**config.mk**
```make
export PLATFORM = sky130hd
export DESIGN_NAME = gpio_paged_regif
export DESIGN_NICKNAME = d
export VERILOG_FILES = /design/src/rtl/gpio_regif_pkg.sv /design/src/rtl/gpio_in_sync.sv /design/src/rtl/gpio_port_bank.sv /design/src/rtl/gpio_page_lock.sv /design/src/rtl/gpio_addr_decode.sv /design/src/rtl/gpio_paged_regif.sv
export SDC_FILE = /design/constraint.sdc
export NUM_CORES = 1
export LEC_CHECK = 0
export BUFFER_PORTS_ARGS = -buffer_cell sky130_fd_sc_hd__buf_2
export CORE_MARGIN = 8
export CORE_UTILIZATION = 45
export CTS_CLUSTER_DIAMETER = 200
export DETAILED_ROUTE_END_ITERATION = 7
export HOLD_SLACK_MARGIN = 0.02
export PLACE_DENSITY = 0.7
export RECOVER_POWER = 50
export SYNTH_ARGS = -nofsm -noshare
export SYNTH_HDL_FRONTEND = slang
export SYNTH_SLANG_ARGS = --single-unit
```
**constraint.sdc**
```tcl
create_clock -name clk_i -period 6.01 [get_ports clk_i]
set_input_delay 1.202 -clock clk_i [delete_from_list [all_inputs] [get_ports clk_i]]
set_output_delay 1.202 -clock clk_i [all_outputs]
set_load 0.005 [all_outputs]
```
**src/rtl/gpio_regif_pkg.sv**
```systemverilog
package gpio_regif_pkg;
  localparam int unsigned DATA_W   = 8;
  localparam int unsigned ADDR_W   = 8;
  localparam int unsigned PAGE_LSB = 6;

  typedef enum logic [1:0] {
    PG_NONE  = 2'd0,
    PG_POL   = 2'd1,
    PG_ENAB  = 2'd2,
    PG_IRQID = 2'd3
  } page_e;
endpackage

```
**src/rtl/gpio_in_sync.sv**
```systemverilog
module gpio_in_sync #(
  parameter int unsigned WIDTH  = 48,
  parameter int unsigned STAGES = 2
) (
  input  logic             clk_i,
  input  logic             rst_ni,
  input  logic [WIDTH-1:0] d_i,
  output logic [WIDTH-1:0] q_o
);
  if (STAGES == 0) begin : g_bypass
    assign q_o = d_i;
  end else begin : g_chain
    logic [STAGES-1:0][WIDTH-1:0] stg_q;
    for (genvar s = 0; s < STAGES; s++) begin : g_stage
      always_ff @(posedge clk_i or negedge rst_ni) begin
        if (!rst_ni)     stg_q[s] <= '1;  // released lines idle high
        else if (s == 0) stg_q[s] <= d_i;
        else             stg_q[s] <= stg_q[(s == 0) ? 0 : s-1];
      end
    end
    assign q_o = stg_q[STAGES-1];
  end
endmodule

```
**src/rtl/gpio_port_bank.sv**
```systemverilog
module gpio_port_bank
  import gpio_regif_pkg::*;
#(
  parameter int unsigned NUM_PORTS = 6,
  localparam int unsigned IDX_W    = $clog2(NUM_PORTS),
  localparam int unsigned LINES    = NUM_PORTS * DATA_W
) (
  input  logic              clk_i,
  input  logic              rst_ni,
  input  logic              wr_i,
  input  logic [IDX_W-1:0]  sel_i,
  input  logic [DATA_W-1:0] wdata_i,
  input  logic [NUM_PORTS-1:0] lock_i,
  output logic [LINES-1:0]  sink_o
);
  logic [NUM_PORTS-1:0][DATA_W-1:0] port_q;

  for (genvar p = 0; p < NUM_PORTS; p++) begin : g_port
    logic wr_hit;
    assign wr_hit = wr_i && (sel_i == IDX_W'(p));

    always_ff @(posedge clk_i or negedge rst_ni) begin
      if (!rst_ni)                   port_q[p] <= '0;
      else if (wr_hit && !lock_i[p]) port_q[p] <= wdata_i;
    end

    a_r5_locked_hold: assert property (@(posedge clk_i) disable iff (!rst_ni)
      lock_i[p] |=> port_q[p] == $past(port_q[p]));

    a_r2_port_write: assert property (@(posedge clk_i) disable iff (!rst_ni)
      (wr_hit && !lock_i[p]) |=> port_q[p] == $past(wdata_i));
  end

  assign sink_o = port_q;
endmodule

```
**src/rtl/gpio_page_lock.sv**
```systemverilog
module gpio_page_lock
  import gpio_regif_pkg::*;
#(
  parameter int unsigned NUM_PORTS = 6
) (
  input  logic                 clk_i,
  input  logic                 rst_ni,
  input  logic                 wr_i,
  input  logic [DATA_W-1:0]    wdata_i,
  output logic [NUM_PORTS-1:0] lock_o,
  output page_e                page_o,
  output logic [DATA_W-1:0]    value_o
);
  logic [NUM_PORTS-1:0] lock_q;
  page_e                page_q;

  always_ff @(posedge clk_i or negedge rst_ni) begin
    if (!rst_ni) begin
      lock_q <= '0;
      page_q <= PG_NONE;
    end else if (wr_i) begin
      lock_q <= wdata_i[NUM_PORTS-1:0];
      page_q <= page_e'(wdata_i[DATA_W-1:PAGE_LSB]);
    end
  end

  always_comb begin
    value_o = '0;
    value_o[NUM_PORTS-1:0]        = lock_q;
    value_o[DATA_W-1:PAGE_LSB]    = page_q;
  end

  assign lock_o = lock_q;
  assign page_o = page_q;
endmodule

```
**src/rtl/gpio_addr_decode.sv**
```systemverilog
module gpio_addr_decode
  import gpio_regif_pkg::*;
#(
  parameter int unsigned NUM_PORTS = 6,
  parameter int unsigned WIN_REGS  = 3,
  localparam int unsigned IDX_W     = $clog2(NUM_PORTS),
  localparam int unsigned WIN_IDX_W = $clog2(WIN_REGS),
  localparam int unsigned PEND_ADDR = NUM_PORTS,
  localparam int unsigned CTRL_ADDR = NUM_PORTS + 1,
  localparam int unsigned WIN_BASE  = NUM_PORTS + 2,
  localparam int unsigned WIN_LAST  = WIN_BASE + WIN_REGS - 1
) (
  input  logic [ADDR_W-1:0]    addr_i,
  input  page_e                page_i,
  output logic                 port_hit_o,
  output logic [IDX_W-1:0]     port_idx_o,
  output logic                 pend_hit_o,
  output logic                 ctrl_hit_o,
  output logic                 win_hit_o,
  output logic [WIN_IDX_W-1:0] win_idx_o
);
  logic in_win;

  assign port_hit_o = addr_i < ADDR_W'(NUM_PORTS);
  assign port_idx_o = port_hit_o ? IDX_W'(addr_i) : '0;
  assign pend_hit_o = addr_i == ADDR_W'(PEND_ADDR);
  assign ctrl_hit_o = addr_i == ADDR_W'(CTRL_ADDR);
  assign in_win     = (addr_i >= ADDR_W'(WIN_BASE)) && (addr_i <= ADDR_W'(WIN_LAST));
  assign win_hit_o  = in_win && (page_i != PG_NONE);
  assign win_idx_o  = win_hit_o ? WIN_IDX_W'(addr_i - ADDR_W'(WIN_BASE)) : '0;
endmodule

```
**src/rtl/gpio_paged_regif.sv**
```systemverilog
module gpio_paged_regif
  import gpio_regif_pkg::*;
#(
  parameter int unsigned NUM_PORTS   = 6,
  parameter int unsigned WIN_REGS    = 3,
  parameter int unsigned SYNC_STAGES = 2,
  localparam int unsigned LINES      = NUM_PORTS * DATA_W,
  localparam int unsigned WIN_IDX_W  = $clog2(WIN_REGS)
) (
  input  logic                 clk_i,
  input  logic                 rst_ni,
  input  logic [ADDR_W-1:0]    addr_i,
  input  logic [DATA_W-1:0]    wdata_i,
  input  logic                 wr_i,
  input  logic                 rd_i,
  output logic [DATA_W-1:0]    rdata_o,
  input  logic [LINES-1:0]     pin_in_i,
  output logic [LINES-1:0]     pin_sink_o,
  input  logic [DATA_W-1:0]    pend_i,
  output logic [1:0]           bank_page_o,
  output logic [WIN_IDX_W-1:0] bank_idx_o,
  output logic                 bank_wr_o,
  output logic                 bank_rd_o,
  output logic [DATA_W-1:0]    bank_wdata_o,
  input  logic [DATA_W-1:0]    bank_rdata_i
);
  localparam int unsigned IDX_W = $clog2(NUM_PORTS);

  logic                 port_hit, pend_hit, ctrl_hit, win_hit;
  logic [IDX_W-1:0]     port_idx;
  logic [WIN_IDX_W-1:0] win_idx;
  logic [NUM_PORTS-1:0] lock;
  page_e                page;
  logic [DATA_W-1:0]    ctrl_val;
  logic [LINES-1:0]     pin_sync;
  logic [NUM_PORTS-1:0][DATA_W-1:0] pin_bytes;
  logic [DATA_W-1:0]    rd_val;
  logic [DATA_W-1:0]    rdata_q;

  gpio_addr_decode #(.NUM_PORTS(NUM_PORTS), .WIN_REGS(WIN_REGS)) u_dec (
    .addr_i     (addr_i),
    .page_i     (page),
    .port_hit_o (port_hit),
    .port_idx_o (port_idx),
    .pend_hit_o (pend_hit),
    .ctrl_hit_o (ctrl_hit),
    .win_hit_o  (win_hit),
    .win_idx_o  (win_idx)
  );

  gpio_page_lock #(.NUM_PORTS(NUM_PORTS)) u_ctrl (
    .clk_i   (clk_i),
    .rst_ni  (rst_ni),
    .wr_i    (wr_i && ctrl_hit),
    .wdata_i (wdata_i),
    .lock_o  (lock),
    .page_o  (page),
    .value_o (ctrl_val)
  );

  gpio_port_bank #(.NUM_PORTS(NUM_PORTS)) u_ports (
    .clk_i   (clk_i),
    .rst_ni  (rst_ni),
    .wr_i    (wr_i && port_hit),
    .sel_i   (port_idx),
    .wdata_i (wdata_i),
    .lock_i  (lock),
    .sink_o  (pin_sink_o)
  );

  gpio_in_sync #(.WIDTH(LINES), .STAGES(SYNC_STAGES)) u_sync (
    .clk_i  (clk_i),
    .rst_ni (rst_ni),
    .d_i    (pin_in_i),
    .q_o    (pin_sync)
  );

  assign pin_bytes    = pin_sync;
  assign bank_page_o  = page;
  assign bank_idx_o   = win_idx;
  assign bank_wr_o    = wr_i && win_hit;
  assign bank_rd_o    = rd_i && win_hit;
  assign bank_wdata_o = wdata_i;

  always_comb begin
    rd_val = '0;
    if (port_hit)      rd_val = ~pin_bytes[port_idx];  // 1 = line low
    else if (pend_hit) rd_val = pend_i;
    else if (ctrl_hit) rd_val = ctrl_val;
    else if (win_hit)  rd_val = bank_rdata_i;
  end

  always_ff @(posedge clk_i or negedge rst_ni) begin
    if (!rst_ni)   rdata_q <= '0;
    else if (rd_i) rdata_q <= rd_val;
  end

  assign rdata_o = rdata_q;

  a_r7_page0_silent: assert property (@(posedge clk_i) disable iff (!rst_ni)
    (page == PG_NONE) |-> !bank_wr_o && !bank_rd_o);

  a_r4_pend_no_bank: assert property (@(posedge clk_i) disable iff (!rst_ni)
    (wr_i && pend_hit) |-> !bank_wr_o);

  a_r8_ctrl_read_old: assert property (@(posedge clk_i) disable iff (!rst_ni)
    (rd_i && wr_i && ctrl_hit) |=> rdata_o == $past(ctrl_val));

  a_r9_rdata_hold: assert property (@(posedge clk_i) disable iff (!rst_ni)
    !rd_i |=> $stable(rdata_o));

  a_r6_bank_strobe_onehot: assert property (@(posedge clk_i) disable iff (!rst_ni)
    $onehot0({bank_wr_o && !wr_i, bank_rd_o && !rd_i}) && !(bank_wr_o && !wr_i));
endmodule

```
==> results of run 1 <==
cell type report:
cell class	count	share of cell area (%)
Sequential cell	160	57.2
Inverter	16	0.833
Timing Repair Buffer	154	10.7
Multi-Input combinational cell	138	19.9
Tap cell	172	2.98
Clock buffer	19	6.44
Clock inverter	13	2.00
metal layers:
metal / wire length, µm / up-vias
met2: 6270 / 131
met1: 5290 / 1669
met5: 0 / -
met4: 418 / 0
met3: 728 / 25
li1: - / 1487
flip-flops by register name (all words and copies together), names as in the netlist:
register	cells
u_sync.q_o	48
u_ctrl.lock_o	6
u_ports.sink_o	48
u_sync.g_chain.stg_q	48
u_ctrl.page_o	2
rdata_o	8
stage by stage:
stage          instances  power (mW)  util, %  setup slack, ps  area (µm²)
2_1_floorplan        338        1.25        -             2320        5760
3_3_place_gp         640        1.33     52.6             1720        6620
3_5_place_dp         640        1.34     52.6             1690        6620
4_1_cts              672        2.43     57.5             1690        7220
5_1_grt              672        2.49     57.4             1640        7210
6_report             672        2.40     57.4             1690        7210
kinds of logic (layout without fill, tap and decap cells):
group / Yosys count / after routing / share of synthesized area, %
flip-flops: 160 / 160 / 71.6
multiplexers: 73 / 73 / 17.2
AO/OA/AOI/OAI: 22 / 22 / 2.72
buffers and inverters: 40 / 202 / 3.48
AND/OR/NAND/NOR: 43 / 43 / 4.97
cells in the final DEF (no fill, tap or decap), types with 2 or more instances in the layout:
cell,instances
buf_2,143
nor2b_1,7
o211ai_1,6
nor2_1,2
nand2_1,2
mux4_2,13
dfrtp_1,64
dfstp_2,96
nand2b_1,3
nand3_1,8
nor3_1,2
inv_1,16
inv_6,5
mux2i_1,4
and2_1,4
a31oi_1,7
o22ai_1,3
mux2_4,8
mux2_2,48
or4_1,3
clkbuf_1,8
or3_1,4
bufinv_16,2
inv_4,3
clkbuf_16,18
power by group through the flow:
stage,clock [mW],combinational [mW],sequential [mW]
3_3_place_gp,0,0.141,1.19
5_1_grt,1.15,0.156,1.18
4_1_cts,1.11,0.145,1.18
6_report,1.09,0.141,1.18
3_5_place_dp,0,0.145,1.19
2_1_floorplan,0,0.0570,1.19
worst paths after layout:
kind,to,start,depth (start not counted)
max reg2reg,rdata_o[1]$_DFFE_PN0P_,u_ctrl.page_o[0]$_DFFE_PN0P_,4
min reg2reg,u_sync.q_o[34]$_DFF_PN1_,u_sync.g_chain.stg_q[34]$_DFF_PN1_,0
min in group asynchronous,u_ports.sink_o[20]$_DFFE_PN0P_,rst_ni,1
max in group asynchronous,rdata_o[6]$_DFFE_PN0P_,rst_ni,2
max,bank_wr_o,addr_i[4],5
min,u_sync.q_o[34]$_DFF_PN1_,u_sync.g_chain.stg_q[34]$_DFF_PN1_,0
worst max-delay path, delay by kind of cell:
family	cells	cell delay, ps
buffers and inverters	2	240
AND/OR/NAND/NOR	3	1670
==> impl_metrics.tcl, run 1 <==
set metrics [dict create \
    fin_skew_ps 7.05 \
    grt_pass1_wl_mm 20.0 \
    yosys.area.top_type "dfstp_2" \
    areaGrowthSynthToFinish_pct 25.2 \
    netlist_top_cells_count "dfstp_2, dfrtp_1, mux2_2" \
    synth.most_common_cell "dfstp_2" \
    start_kind "input port" \
    start_util_pct 45.8 \
    synth_area_per_cell_um2 17.0 \
    layout.nets 571 \
    end_kind "output pin" \
    drt_iter0_drc 238 \
    synth_seq_cells 160 \
    wl_per_cell_um 18.9 \
    grt-busiest-layer "met2" \
    ys.flop_type "dfstp_2" \
    die_x_um 129 \
    cts_setup_buffers 0 \
    worstSetupPathType "in -> out" \
    finalSetupViolCount 0 \
    switching_share_pct 22.0 \
    p_comb_share_pct 5.9 \
    die_h_um 129 \
    relSlewSlack_pct 34.1 \
    worstPathMaxFanout 10 \
    clockBufferDepth 2 \
    syn-num-nets 422 \
    final_max_slew_viol_count 0 \
    required_ps 4810 \
    status "finished clean" \
    power_frac_seq_pct 48.9 \
    io_buffer_count 153 \
    drive_above_1_share_pct 69.4 \
    clock_sinks 160 \
    p_leak_nw 3.52 \
    multiInputGateArea_um2 1440 \
    grt_antenna_before_repair 0 \
    totalWireLength_mm 12.7 \
    cts_tree "built" \
    vias 3312 \
    rows 41 \
    max_stage_delay_ps 830 \
    worstPathCellList "buf_2 -> or4_1 -> nor4_2 -> and2_1 -> buf_2" \
    root_buffer "clkbuf_16" \
    ir_worst_vdd_mv 0.218 \
    place.gp.congestion 0.837 \
    dp_hpwl_mm 9.08 \
    cts_inserted_buffers 17 \
    hold_buffers 0 \
    synth_cell_types 38 \
    area.sequential_um2 4120 \
    r2r_slack_ps 4210 \
    p_clk_share_pct 45.2 \
    clk_latency_ps 420 \
    drc_errors 0 \
    critPathSlowestCell "nor4_2" \
    whs_ps 348 \
    core_region_area_um2 12600 \
    intPower_mw 1.88 \
    crit_arrival_ps 3120 \
    synth_top_cell_area_share_pct 43.8 \
    synthArstFlopShare_pct 100 \
    yosysSeqAreaShare_pct 71.6 \
    cts.clk_slew.worst_paths_ps 60 \
    synth_warnings 0 \
    grt_pass1_vias 3634 \
    tns_ps 0 \
    synth_area_um2 5760 \
    synth-edff-count 0 \
    rsz0062_at_grt "no" \
    io_pins 154 \
    met1_usage_pct 19.8 \
    use_met2_pct 25.4 \
    p_per_area_nw_per_um2 333 \
    fill_cells 994 \
    ant_nets 0 \
    switching_power_mw 0.528 \
    cts_resized 0 \
    htree_levels 4 \
    grt_max_degree 91 \
    design.die.area_um2 16700 \
    max_cap_viol_count 0 \
    dr.pass1.iters 4 \
    synth_cells 338 \
    grt_usage_pct 16.2 \
    grt_use_met3_pct 4.40 \
    grt_overflow 0 \
    hold_path.class "reg -> reg" \
    min_period_ps 4320 \
    critPathMostFrequentCell "buf_2" \
    n_antenna_cell 0 \
    period_share_pct 71.9 \
    worst_pin_slew_ps 981 \
    vias_per_cell 4.93 \
    synth_area_leaders "dfstp_2, dfrtp_1, mux2_2, mux4_2, mux2_4" \
    fmax_mhz 231 \
    hold_viol_final 0 \
]
Power figures use the tool's default switching activity.
==> inputs of run 2 (changes only) <==
- clock period: 6.01 -> 4 ns (I/O delays scaled with it)
==> impl_metrics.tcl, run 2 (synthesis gave the netlist of run 1 again) <==
set metrics [dict create \
    status "finished, violations left" \
    violations "capacitance limit, slew limit" \
    io_pins 154 \
    end_kind "output pin" \
    grt_usage_pct 15.8 \
    final_max_slew_viol_count 106 \
    top_layer "met4" \
    fill_cells 1001 \
    grt_antenna_before_repair 0 \
    final_area_um2 7200 \
    tns_ps 0 \
    drt_iter0_drc 201 \
    final_cells 675 \
    start_util_pct 45.8 \
    max_cap_viol_count 1 \
    clock_sinks 160 \
    grt_pass1_vias 3572 \
    cts_inserted_buffers 17 \
    dp_hpwl_mm 9.19 \
    most-common-layout-cells "buf_2, dfstp_2, dfrtp_1" \
    post-place-ws_ps 975 \
    htree_levels 4 \
    ant_nets 0 \
    p_leak_nw 3.54 \
    drc_errors 0 \
    hold_buffers 0 \
    totalWireLength_mm 12.6 \
    areaGrowthSynthToFinish_pct 25.0 \
    ff2ff_path_depth 2 \
    grt_max_degree 106 \
    p_per_area_nw_per_um2 490 \
    hold_path.class "reg -> reg" \
    setup_slack_ps 968 \
    cts_tree "built" \
    vias 3291 \
    dr.pass1.iters 4 \
    period_share_pct 75.8 \
    grt_pass1_wl_mm 19.4 \
    fin_skew_ps 6.59 \
    place.gp.congestion 0.816 \
    crit_arrival_ps 2230 \
    core_region_area_um2 12600 \
    clk_latency_ps 420 \
    start_kind "input port" \
    die_h_um 129 \
    relSlewSlack_pct -65.3 \
    design.die.area_um2 16700 \
    layout_commonest_cell "buf_2" \
    cts_setup_buffers 0 \
    root_buffer "clkbuf_16" \
    vias_per_cell 4.88 \
    required_ps 3200 \
    layout.nets 574 \
    clockBufferDepth 2 \
    hold_depth 0 \
    worst_pin_slew_ps 2480 \
    wl_per_cell_um 18.6 \
    ir_worst_vdd_mv 0.393 \
    met3_length_um 928 \
    dr_wl_met2_mm 6.37 \
    cts.clk_slew.worst_paths_ps 70 \
    dp_cells 643 \
    cts_resized 0 \
    n_antenna_cell 0 \
    min_period_ps 3030 \
    placed_area_um2 6640 \
    hold_viol_final 0 \
    fmax_mhz 330 \
    wl_met1_mm 5.00 \
    finalSetupViolCount 0 \
    die_x_um 129 \
    rows 41 \
    rsz0062_at_grt "no" \
    drive_above_1_share_pct 70.6 \
    worstPathMaxFanout 10 \
    io_buffer_count 153 \
    worstSetupPathType "in -> out" \
    grt_overflow 0 \
]
==> run 2: changes by cell type in the layout (fill, tap and decap cells not counted), moves of 2 or more <==
| cell | before | now |
|---|---|---|
| inv_8 | 0 | 6 |
| buf_2 | 143 | 148 |
| clkbuf_1 | 8 | 4 |
| buf_4 | 1 | 4 |
| bufinv_16 | 2 | 0 |
| inv_4 | 3 | 1 |
==> run 2: path summary, 6_finish.rpt <==
path / from / to / slack, ps
hold reg to reg: u_sync.g_chain.stg_q[11]$_DFF_PN1_ / u_sync.q_o[11]$_DFF_PN1_ / 350
setup reg to reg: u_ctrl.lock_o[1]$_DFFE_PN0P_ / u_ports.sink_o[14]$_DFFE_PN0P_ / 2310
max in group asynchronous: rst_ni / u_sync.q_o[8]$_DFF_PN1_ / 1360
hold / removal: u_sync.g_chain.stg_q[11]$_DFF_PN1_ / u_sync.q_o[11]$_DFF_PN1_ / 350
setup / recovery: addr_i[4] / bank_wr_o / 970
min in group asynchronous: rst_ni / rdata_o[3]$_DFFE_PN0P_ / 1170
==> run 2: layer usage <==
metal	vias to the layer above	GRT usage, %
li1	1486	-
met5	-	0
met2	124	25.7
met4	0	6.98
met3	21	5.55
met1	1660	18.5
==> run 2: metrics by stage <==
stage | hold slack [ps] | utilization (%) | total power, mW
final | 352 | 57.3 | 3.53
after global routing | 354 | 57.3 | 3.67
after CTS | 351 | 57.4 | 3.58
after detailed placement | 347 | 52.8 | 2.01
after global placement | 345 | 52.8 | 2.00
after floorplan | 345 | - | 1.87
==> run 2: area by class of cell <==
cell class	count	area (µm²)	area share, %
multi-input cells	138	1440	20.0
clock inverters	14	134	1.86
inverters	16	60.1	0.834
clock buffers	18	439	6.10
well taps	172	215	2.99
flip-flops and latches	160	4120	57.3
repair buffers	157	791	11.0
==> run 2: critical path, cell delays in order <==
cell	delay [ps]
buf_2	120
or4_1	600
nor4_2	240
buf_4	220
and2_1	140
buf_2	120
==> run 2: power by group <==
group	total [mW]	internal, mW	switching, mW
combinational	0.213	0.101	0.112
clock	1.55	0.847	0.703
sequential	1.76	1.73	0.0303
